[src/rtl/cfgld_pkg.sv]
package cfgld_pkg;

    // Classification of what the hold line did between two samples.
    typedef enum logic [1:0] {
        HOLD_STEADY = 2'd0,
        HOLD_START  = 2'd1,
        HOLD_ABORT  = 2'd2
    } hold_ev_e;

    localparam int DEF_CTRL_W   = 8;
    localparam int DEF_BYTE_W   = 8;
    localparam int DEF_STAGES   = 2;

endpackage

[src/rtl/cfgld_sync.sv]
module cfgld_sync #(
    parameter int W      = 8,
    parameter int STAGES = 2
) (
    input  logic         clk,
    input  logic         rst_n,
    input  logic [W-1:0] din,
    output logic [W-1:0] dout
);

    logic [W-1:0] stage_d [STAGES];
    logic [W-1:0] stage_q [STAGES];

    always_comb begin
        stage_d[0] = din;
        for (int i = 1; i < STAGES; i++) begin
            stage_d[i] = stage_q[i-1];
        end
    end

    for (genvar g = 0; g < STAGES; g++) begin : g_stage
        always_ff @(posedge clk or negedge rst_n) begin
            if (!rst_n) begin
                stage_q[g] <= '0;
            end else begin
                stage_q[g] <= stage_d[g];
            end
        end
    end

    assign dout = stage_q[STAGES-1];

endmodule

[src/rtl/cfgld_edge.sv]
module cfgld_edge #(
    parameter int W        = 8,
    parameter int CLK_POS  = 6,
    parameter int HOLD_POS = 7
) (
    input  logic         clk,
    input  logic         rst_n,
    input  logic [W-1:0] cur_i,
    output logic [W-1:0] prev_o,
    output logic         clk_rise_o,
    output logic         hold_rise_o,
    output logic         hold_fall_o
);

    logic [W-1:0] prev_d, prev_q;

    always_comb begin
        prev_d = cur_i;
    end

    always_ff @(posedge clk or negedge rst_n) begin
        if (!rst_n) begin
            prev_q <= '0;
        end else begin
            prev_q <= prev_d;
        end
    end

    assign prev_o      = prev_q;
    assign clk_rise_o  = cur_i[CLK_POS]  & ~prev_q[CLK_POS];
    assign hold_rise_o = cur_i[HOLD_POS] & ~prev_q[HOLD_POS];
    assign hold_fall_o = ~cur_i[HOLD_POS] & prev_q[HOLD_POS];

endmodule

[src/rtl/cfgld_shift.sv]
module cfgld_shift #(
    parameter int BYTE_W = 8
) (
    input  logic                      clk,
    input  logic                      rst_n,
    input  logic                      clear_i,
    input  logic                      capture_i,
    input  logic                      bit_i,
    output logic [$clog2(BYTE_W)-1:0] bit_cnt_o,
    output logic [BYTE_W-1:0]         byte_o,
    output logic                      last_o
);

    localparam int BIT_W = $clog2(BYTE_W);
    localparam logic [BIT_W-1:0] LAST_IDX = BIT_W'(BYTE_W - 1);

    typedef struct packed {
        logic [BIT_W-1:0]  cnt;
        logic [BYTE_W-1:0] sr;
    } sh_t;

    sh_t sh_d, sh_q;
    logic [BYTE_W-1:0] merged;

    always_comb begin
        merged = {bit_i, sh_q.sr[BYTE_W-1:1]};
        sh_d   = sh_q;
        if (clear_i) begin
            sh_d.cnt = '0;
            sh_d.sr  = '0;
        end else if (capture_i) begin
            sh_d.sr  = merged;
            sh_d.cnt = (sh_q.cnt == LAST_IDX) ? '0 : sh_q.cnt + 1'b1;
        end
    end

    always_ff @(posedge clk or negedge rst_n) begin
        if (!rst_n) begin
            sh_q <= '0;
        end else begin
            sh_q <= sh_d;
        end
    end

    assign bit_cnt_o = sh_q.cnt;
    assign byte_o    = merged;
    assign last_o    = capture_i && (sh_q.cnt == LAST_IDX);

endmodule

[src/rtl/cfgld_top.sv]
module cfgld_top
    import cfgld_pkg::*;
#(
    parameter int                CTRL_W      = DEF_CTRL_W,
    parameter int                BYTE_W      = DEF_BYTE_W,
    parameter int                CNT_W       = 16,
    parameter int                SYNC_STAGES = DEF_STAGES,
    parameter int                DATA_POS    = 5,
    parameter int                CLK_POS     = 6,
    parameter int                HOLD_POS    = 7,
    parameter logic [CTRL_W-1:0] END_MARK    = CTRL_W'(8'h10)
) (
    input  logic              clk,
    input  logic              rst_n,
    input  logic [CTRL_W-1:0] ctl_i,
    output logic              byte_valid_o,
    output logic [BYTE_W-1:0] byte_data_o,
    output logic [CNT_W-1:0]  byte_count_o,
    output logic              load_done_o
);

    localparam int BIT_W = $clog2(BYTE_W);
    localparam logic [CNT_W-1:0] CNT_MAX = {CNT_W{1'b1}};

    typedef struct packed {
        logic              valid;
        logic [BYTE_W-1:0] data;
        logic [CNT_W-1:0]  count;
        logic              done;
    } st_t;

    logic [CTRL_W-1:0] ctl_s, ctl_p;
    logic              clk_rise, hold_rise, hold_fall;
    logic [BIT_W-1:0]  bit_cnt;
    logic [BYTE_W-1:0] byte_new;
    logic              byte_last;
    logic              capture, clear_sh, marker_hit;
    hold_ev_e          hold_ev;
    st_t               st_d, st_q;

    cfgld_sync #(.W(CTRL_W), .STAGES(SYNC_STAGES)) i_sync (
        .clk  (clk),
        .rst_n(rst_n),
        .din  (ctl_i),
        .dout (ctl_s)
    );

    cfgld_edge #(.W(CTRL_W), .CLK_POS(CLK_POS), .HOLD_POS(HOLD_POS)) i_edge (
        .clk        (clk),
        .rst_n      (rst_n),
        .cur_i      (ctl_s),
        .prev_o     (ctl_p),
        .clk_rise_o (clk_rise),
        .hold_rise_o(hold_rise),
        .hold_fall_o(hold_fall)
    );

    always_comb begin
        if (hold_rise)      hold_ev = HOLD_START;
        else if (hold_fall) hold_ev = HOLD_ABORT;
        else                hold_ev = HOLD_STEADY;
        capture  = ctl_s[HOLD_POS] && ctl_p[HOLD_POS] && clk_rise;
        clear_sh = (hold_ev != HOLD_STEADY);
    end

    cfgld_shift #(.BYTE_W(BYTE_W)) i_shift (
        .clk      (clk),
        .rst_n    (rst_n),
        .clear_i  (clear_sh),
        .capture_i(capture),
        .bit_i    (ctl_s[DATA_POS]),
        .bit_cnt_o(bit_cnt),
        .byte_o   (byte_new),
        .last_o   (byte_last)
    );

    always_comb begin
        marker_hit = (ctl_s == END_MARK) && (ctl_p != END_MARK) && (bit_cnt == '0);
        st_d       = st_q;
        st_d.valid = 1'b0;
        if (hold_ev == HOLD_START) begin
            st_d.count = '0;
            st_d.done  = 1'b0;
        end
        if (byte_last) begin
            st_d.valid = 1'b1;
            st_d.data  = byte_new;
            if (st_q.count != CNT_MAX) begin
                st_d.count = st_q.count + 1'b1;
            end
        end
        if (marker_hit) begin
            st_d.done = 1'b1;
        end
    end

    always_ff @(posedge clk or negedge rst_n) begin
        if (!rst_n) begin
            st_q <= '0;
        end else begin
            st_q <= st_d;
        end
    end

    assign byte_valid_o = st_q.valid;
    assign byte_data_o  = st_q.data;
    assign byte_count_o = st_q.count;
    assign load_done_o  = st_q.done;

endmodule

[config.mk]
export PLATFORM = sky130hd
export DESIGN_NAME = cfgld_top
export DESIGN_NICKNAME = d
export VERILOG_FILES = /design/src/rtl/cfgld_pkg.sv /design/src/rtl/cfgld_sync.sv /design/src/rtl/cfgld_edge.sv /design/src/rtl/cfgld_shift.sv /design/src/rtl/cfgld_top.sv
export SDC_FILE = /design/constraint.sdc
export NUM_CORES = 1
export LEC_CHECK = 0
export BUFFER_PORTS_ARGS = -buffer_cell sky130_fd_sc_hd__buf_2
export CORE_ASPECT_RATIO = 1.75
export CORE_MARGIN = 3
export CORE_UTILIZATION = 50
export DETAILED_ROUTE_END_ITERATION = 7
export GPL_ROUTABILITY_DRIVEN = 0
export PLACE_DENSITY = 0.71
export SYNTH_ARGS = -nofsm -noshare
export SYNTH_HDL_FRONTEND = slang
export SYNTH_SLANG_ARGS = --single-unit
[constraint.sdc]
create_clock -name clk -period 2.1 [get_ports clk]
set_input_delay 0.105 -clock clk [delete_from_list [all_inputs] [get_ports clk]]
set_output_delay 0.105 -clock clk [all_outputs]
set_load 0.02 [all_outputs]
======== Word level (Yosys, flattened, before mapping) ========
Cells that the tools add are included.
storage, ports and cells
  bits in registers ....................... 61
  input port bits ......................... 10
  output and inout port bits .............. 26
  logic and storage cells ................. 40
operators by class
  add/subtract/negate cells ............... 2
  equality and inequality tests ........... 5
  mux-type cells .......................... 9
  bitwise logic cells ..................... 6
  reductions and logical operators ........ 9
operators by type and width
  operator                                                               number
  25-bit two-way mux                                                     1
  11-bit two-way mux                                                     2
  17-bit two-way mux                                                     1
  16-bit by 1-bit adder with 16-bit output, second input constant        1
  16-bit two-way mux                                                     1
  16-bit != test, second input constant                                  1
  8-bit by 5-bit equality test with 1-bit output, second input constant  1
  8-bit by 5-bit != test with 1-bit output, second input constant        1
  2-bit nonzero test                                                     3
  1-bit logical AND                                                      5
  2-bit two-way mux                                                      2
  3-bit by 1-bit adder with 3-bit output, second input constant          1
  1-bit AND                                                              3
  3-bit equality test, second input constant                             1
  3-bit logical NOT                                                      1
  3-bit two-way mux                                                      1
  1-bit inverter                                                         3
  2-bit by 1-bit equality test with 1-bit output, second input constant  1
  1-bit two-way mux                                                      1

======== Longest topological paths before layout ========
  depth after elaboration ................. 8
  depth in mapped cells ................... 8
  gate-level depth less buffers ........... 7

======== Cells and area by module ========
Synthesis repeated with hierarchy kept, for this count alone.
unflattened totals
  cell total of the unflattened synthesis .. 199
  area, all modules ....................... 2477.4 um^2
by module, submodules not included
  module       instances  cells each  area each (um^2)  seq. area each (um^2)
  cfgld_top    1          135         1411.4            650.6
  cfgld_shift  1          37          444.2             250.2
  cfgld_sync   1          16          400.4             400.4
  cfgld_edge   1          11          221.5             200.2

======== Least setup slack after synthesis ========
Ideal clock, no wire load.
  path type ............................... register to register
  start point ............................. register st_q, in the netlist byte_count_o[0]
  end point ............................... register st_q, in the netlist byte_count_o[15]
  setup time .............................. 0.126 ns
  arrival ................................. 1.784 ns
  required time ........................... 1.974 ns
  path slack .............................. 0.190 ns
  stages on the path, launching flop included .. 7
  buffers on the path ..................... 0
  period minus slack after synthesis ...... 1.910 ns
  path through ............................ dfrtp_1 -> ha_1 -> nand3_2 -> nor4_4 -> a21oi_2 -> and3b_1 -> a221o_1
RTL lines
  what                    line              source
  start, declared         cfgld_top.sv:39   st_t st_d, st_q;
  start signal, assigned  cfgld_top.sv:101  st_q <= st_d;

==> run summary <==
part of the power in combinational logic: 3.6%
CTS Buf Count: 9
Die Ht: 98.2 um
clock sink count: 60
sequential share of the synthesized area: 61.8%
CP max-delay cell: dfrtp_1
Initial Utilization: 53.2%
share of cells above drive strength 1: 23.9%
Primary FF master, synth: dfrtp_1
H-tree levels: 3
Distinct cells, synth: 35
Final Cycle Share: 90.8%
full die area: 5760 um2
worst-margin pin slew: 0.583 ns
Slew Limit Fails: 0
Rel. slew slack: 61.1%
#FFs+latches synth: 60
initial drt markers: 48
Post-synth EDFFs: 0
Max Cap Viol: 0
total track usage: 19.5%
largest net degree at the start of global routing: 36
Die Wd: 58.7 um
CP Class: reg -> reg
first-pass GRT wire length: 8.40 mm
number of synthesis warnings: 0
# setup viols final: 0
CP Capture Type: flip-flop
drt first pass iters: 5
DP Area: 2720 um2
fillcell total: 386
design area: 3030 um2
crit path max fanout: 11
ys async rst share: 100%
shortest period the worst path allows: 1.91 ns
Clock Path Buffers: 2
ANT cells: 0
final hold viol count: 0
DP Wirelength: 3.38 mm
Mapped Area: 2430 um2
Hold Crit Class: in -> async
drt total wl: 4.85 mm
Post-CTS Resized: 0
average size of a mapped cell: 11.6 um2
status: completed
vias in the first global route: 1,805
initial antenna violation count: 0
startpoint types: flip-flop
root buffer cell: clkbuf_8
leakage power: 1.56 nW
Internal: 1.90 mW
CTS tree: done
core footprint: 4560 um2
slowest stage delay, CP: 0.39 ns
clock-pin slew on the worst setup and hold paths: 0.06 ns
VDD IR max: 0.781 mV
cells along the critical path: ha_1 -> ha_1 -> nand4b_1 -> buf_4 -> a21oi_2 -> buf_4 -> nand3_1 -> mux2i_1
IO Pins: 36
Post-Syn Instances: 209
proportion of power drawn by flip-flops and latches: 50.2%
via count: 1,780
row count: 32
Data arrival, critical path: 2.16 ns
Clock power frac: 46.2%
CP required: 2.35 ns
GRT Residual Overflow: 0
Switching Fraction: 20.4%
critical path's top delay family: buffers and inverters
syn_nets: 225
Buf/Inv on CP: 2
NetSw: 0.485 mW
area grow syn2layout: 24.7%
Clock Skews: 0.00630 ns
Nets: 283
setup_tns: 0 ns
Pwr per Cell Area: 786 nW/um2
unrepaired setup endpoints after global routing: no
Max Freq: 525 MHz
clk_lat worst skew: 0.34 ns
drt wl/cell: 15.0 um
Antenna Nets Post-Route: 0
Remaining DRCs: 0
IO Port Bufs: 35
Vias/cell: 5.51
==> worst paths after layout <==
| kind | start | endpoint | slack, ns | depth (start not counted) |
|---|---|---|---|---|
| max | i_shift.bit_cnt_o[0] | byte_count_o[5] | 0.19 | 8 |
| min | rst_n | i_edge.prev_o[3] | 0.30 | 2 |
| max reg2reg | i_shift.bit_cnt_o[0] | byte_count_o[5] | 0.19 | 8 |
| min reg2reg | i_sync.stage_d[3] | i_sync.dout[3] | 0.34 | 0 |
| max in group asynchronous | rst_n | byte_count_o[9] | 1.22 | 3 |
| min in group clk | i_sync.stage_d[3] | i_sync.dout[3] | 0.34 | 0 |
==> per-stage QoR <==
step                      worst slack (ns)  utilization (%)  hold slack [ns]  cells  power (mW)
after floorplan                      0.190                -           -0.191    209        1.24
after global placement               0.275             59.5            0.134    298        1.29
after detailed placement             0.235             59.5            0.144    298        1.29
after CTS                            0.175             66.4            0.307    323        2.41
after global routing                0.0136             66.4            0.350    323        2.49
final                                0.194             66.4            0.298    323        2.38
==> state kept, by name, summed over array words and instances (netlist names) <==
register           count
byte_count_o          16
byte_data_o            8
byte_valid_o           1
i_edge.prev_o          8
i_shift.bit_cnt_o      3
i_shift.byte_o         7
i_sync.dout            8
i_sync.stage_d         8
load_done_o            1
==> final cells by class <==
type	count	area [um2]	share of cell area, %
flip-flops and latches	60	1500	49.6
multi-input cells	136	875	28.9
repair buffers	52	338	11.2
clock buffers	13	179	5.91
well taps	51	63.8	2.11
clock inverters	3	42.5	1.40
inverters	8	30.0	0.991
==> placed cells by master, fill, tap and decap left out, types with 2 or more instances in the layout <==
| cell | Yosys | final |
|---|---|---|
| dfrtp_1 | 60 | 60 |
| buf_2 | 3 | 35 |
| nand2_1 | 33 | 33 |
| clkbuf_8 | 0 | 13 |
| a21oi_1 | 12 | 12 |
| mux2i_1 | 11 | 11 |
| nor2b_1 | 10 | 10 |
| o21ai_0 | 9 | 9 |
| dlygate4sd3_1 | 0 | 9 |
| inv_1 | 8 | 8 |
| nand4_1 | 7 | 7 |
| buf_4 | 0 | 7 |
| nand3_1 | 6 | 6 |
| nor2_1 | 6 | 6 |
| ha_1 | 6 | 6 |
| and3_1 | 3 | 3 |
| and4_1 | 3 | 3 |
| a22o_1 | 3 | 3 |
| or3_1 | 3 | 3 |
| nor4b_1 | 3 | 3 |
| nand2b_1 | 2 | 2 |
| nor4_1 | 2 | 2 |
| nand3_2 | 2 | 2 |
| xnor2_1 | 2 | 2 |
==> cells in the mapped netlist (all sizes together) (6+ instances only) <==
cell type / number / share of area, %
nand3: 8 / 2.1
ha: 6 / 3.1
nand2: 33 / 5.1
mux2i: 11 / 4.5
nor2b: 10 / 2.6
dfrtp: 60 / 62
nor2: 6 / 0.93
inv: 8 / 1.2
o21ai: 9 / 1.9
nand4: 7 / 1.8
a21oi: 13 / 2.8
==> worst register-to-register path, cell delays in order, from the launching register on <==
cell,delay (ns)
dfrtp_1,0.39
ha_1,0.16
ha_1,0.16
nand4b_1,0.16
buf_4,0.21
a21oi_2,0.25
buf_4,0.24
nand3_1,0.09
mux2i_1,0.16
==> layer usage <==
metal / global-route usage (%) / vias to the layer above / share of wire [%]
met2: 31.3 / 44 / 54
met1: 22.6 / 877 / 40
met4: 10.3 / 0 / 2.9
met3: 6.22 / 13 / 3.8
met5: 0 / - / 0
li1: - / 846 / -
==> power groups by stage <==
stage | registers, mW | clock network, mW | logic, mW
after CTS | 1.19 | 1.13 | 0.0880
final | 1.19 | 1.10 | 0.0857
after global routing | 1.20 | 1.19 | 0.0972
after detailed placement | 1.22 | 0 | 0.0745
after floorplan | 1.21 | 0 | 0.0301
after global placement | 1.22 | 0 | 0.0733
==> timing repair <==
item	CTS	global route
hold buffers	9	0
endpoints found under the hold margin	33	0
setup buffers	0	0
endpoints found under the setup margin	0	0
==> kinds of logic (layout without fill, tap and decap cells) <==
| group | Yosys count | in the layout | synth area share (%) |
|---|---|---|---|
| and+or+nand+nor | 86 | 86 | 19.6 |
| adders and majority gates | 6 | 6 | 3.09 |
| DFF | 60 | 60 | 61.8 |
| xor gates and xnor gates | 3 | 3 | 1.08 |
| buffers and inverters | 13 | 76 | 2.16 |
| muxes | 12 | 12 | 5.00 |
| AOI/OAI and AO/OA | 29 | 29 | 7.26 |
Power figures use the tool's default switching activity.
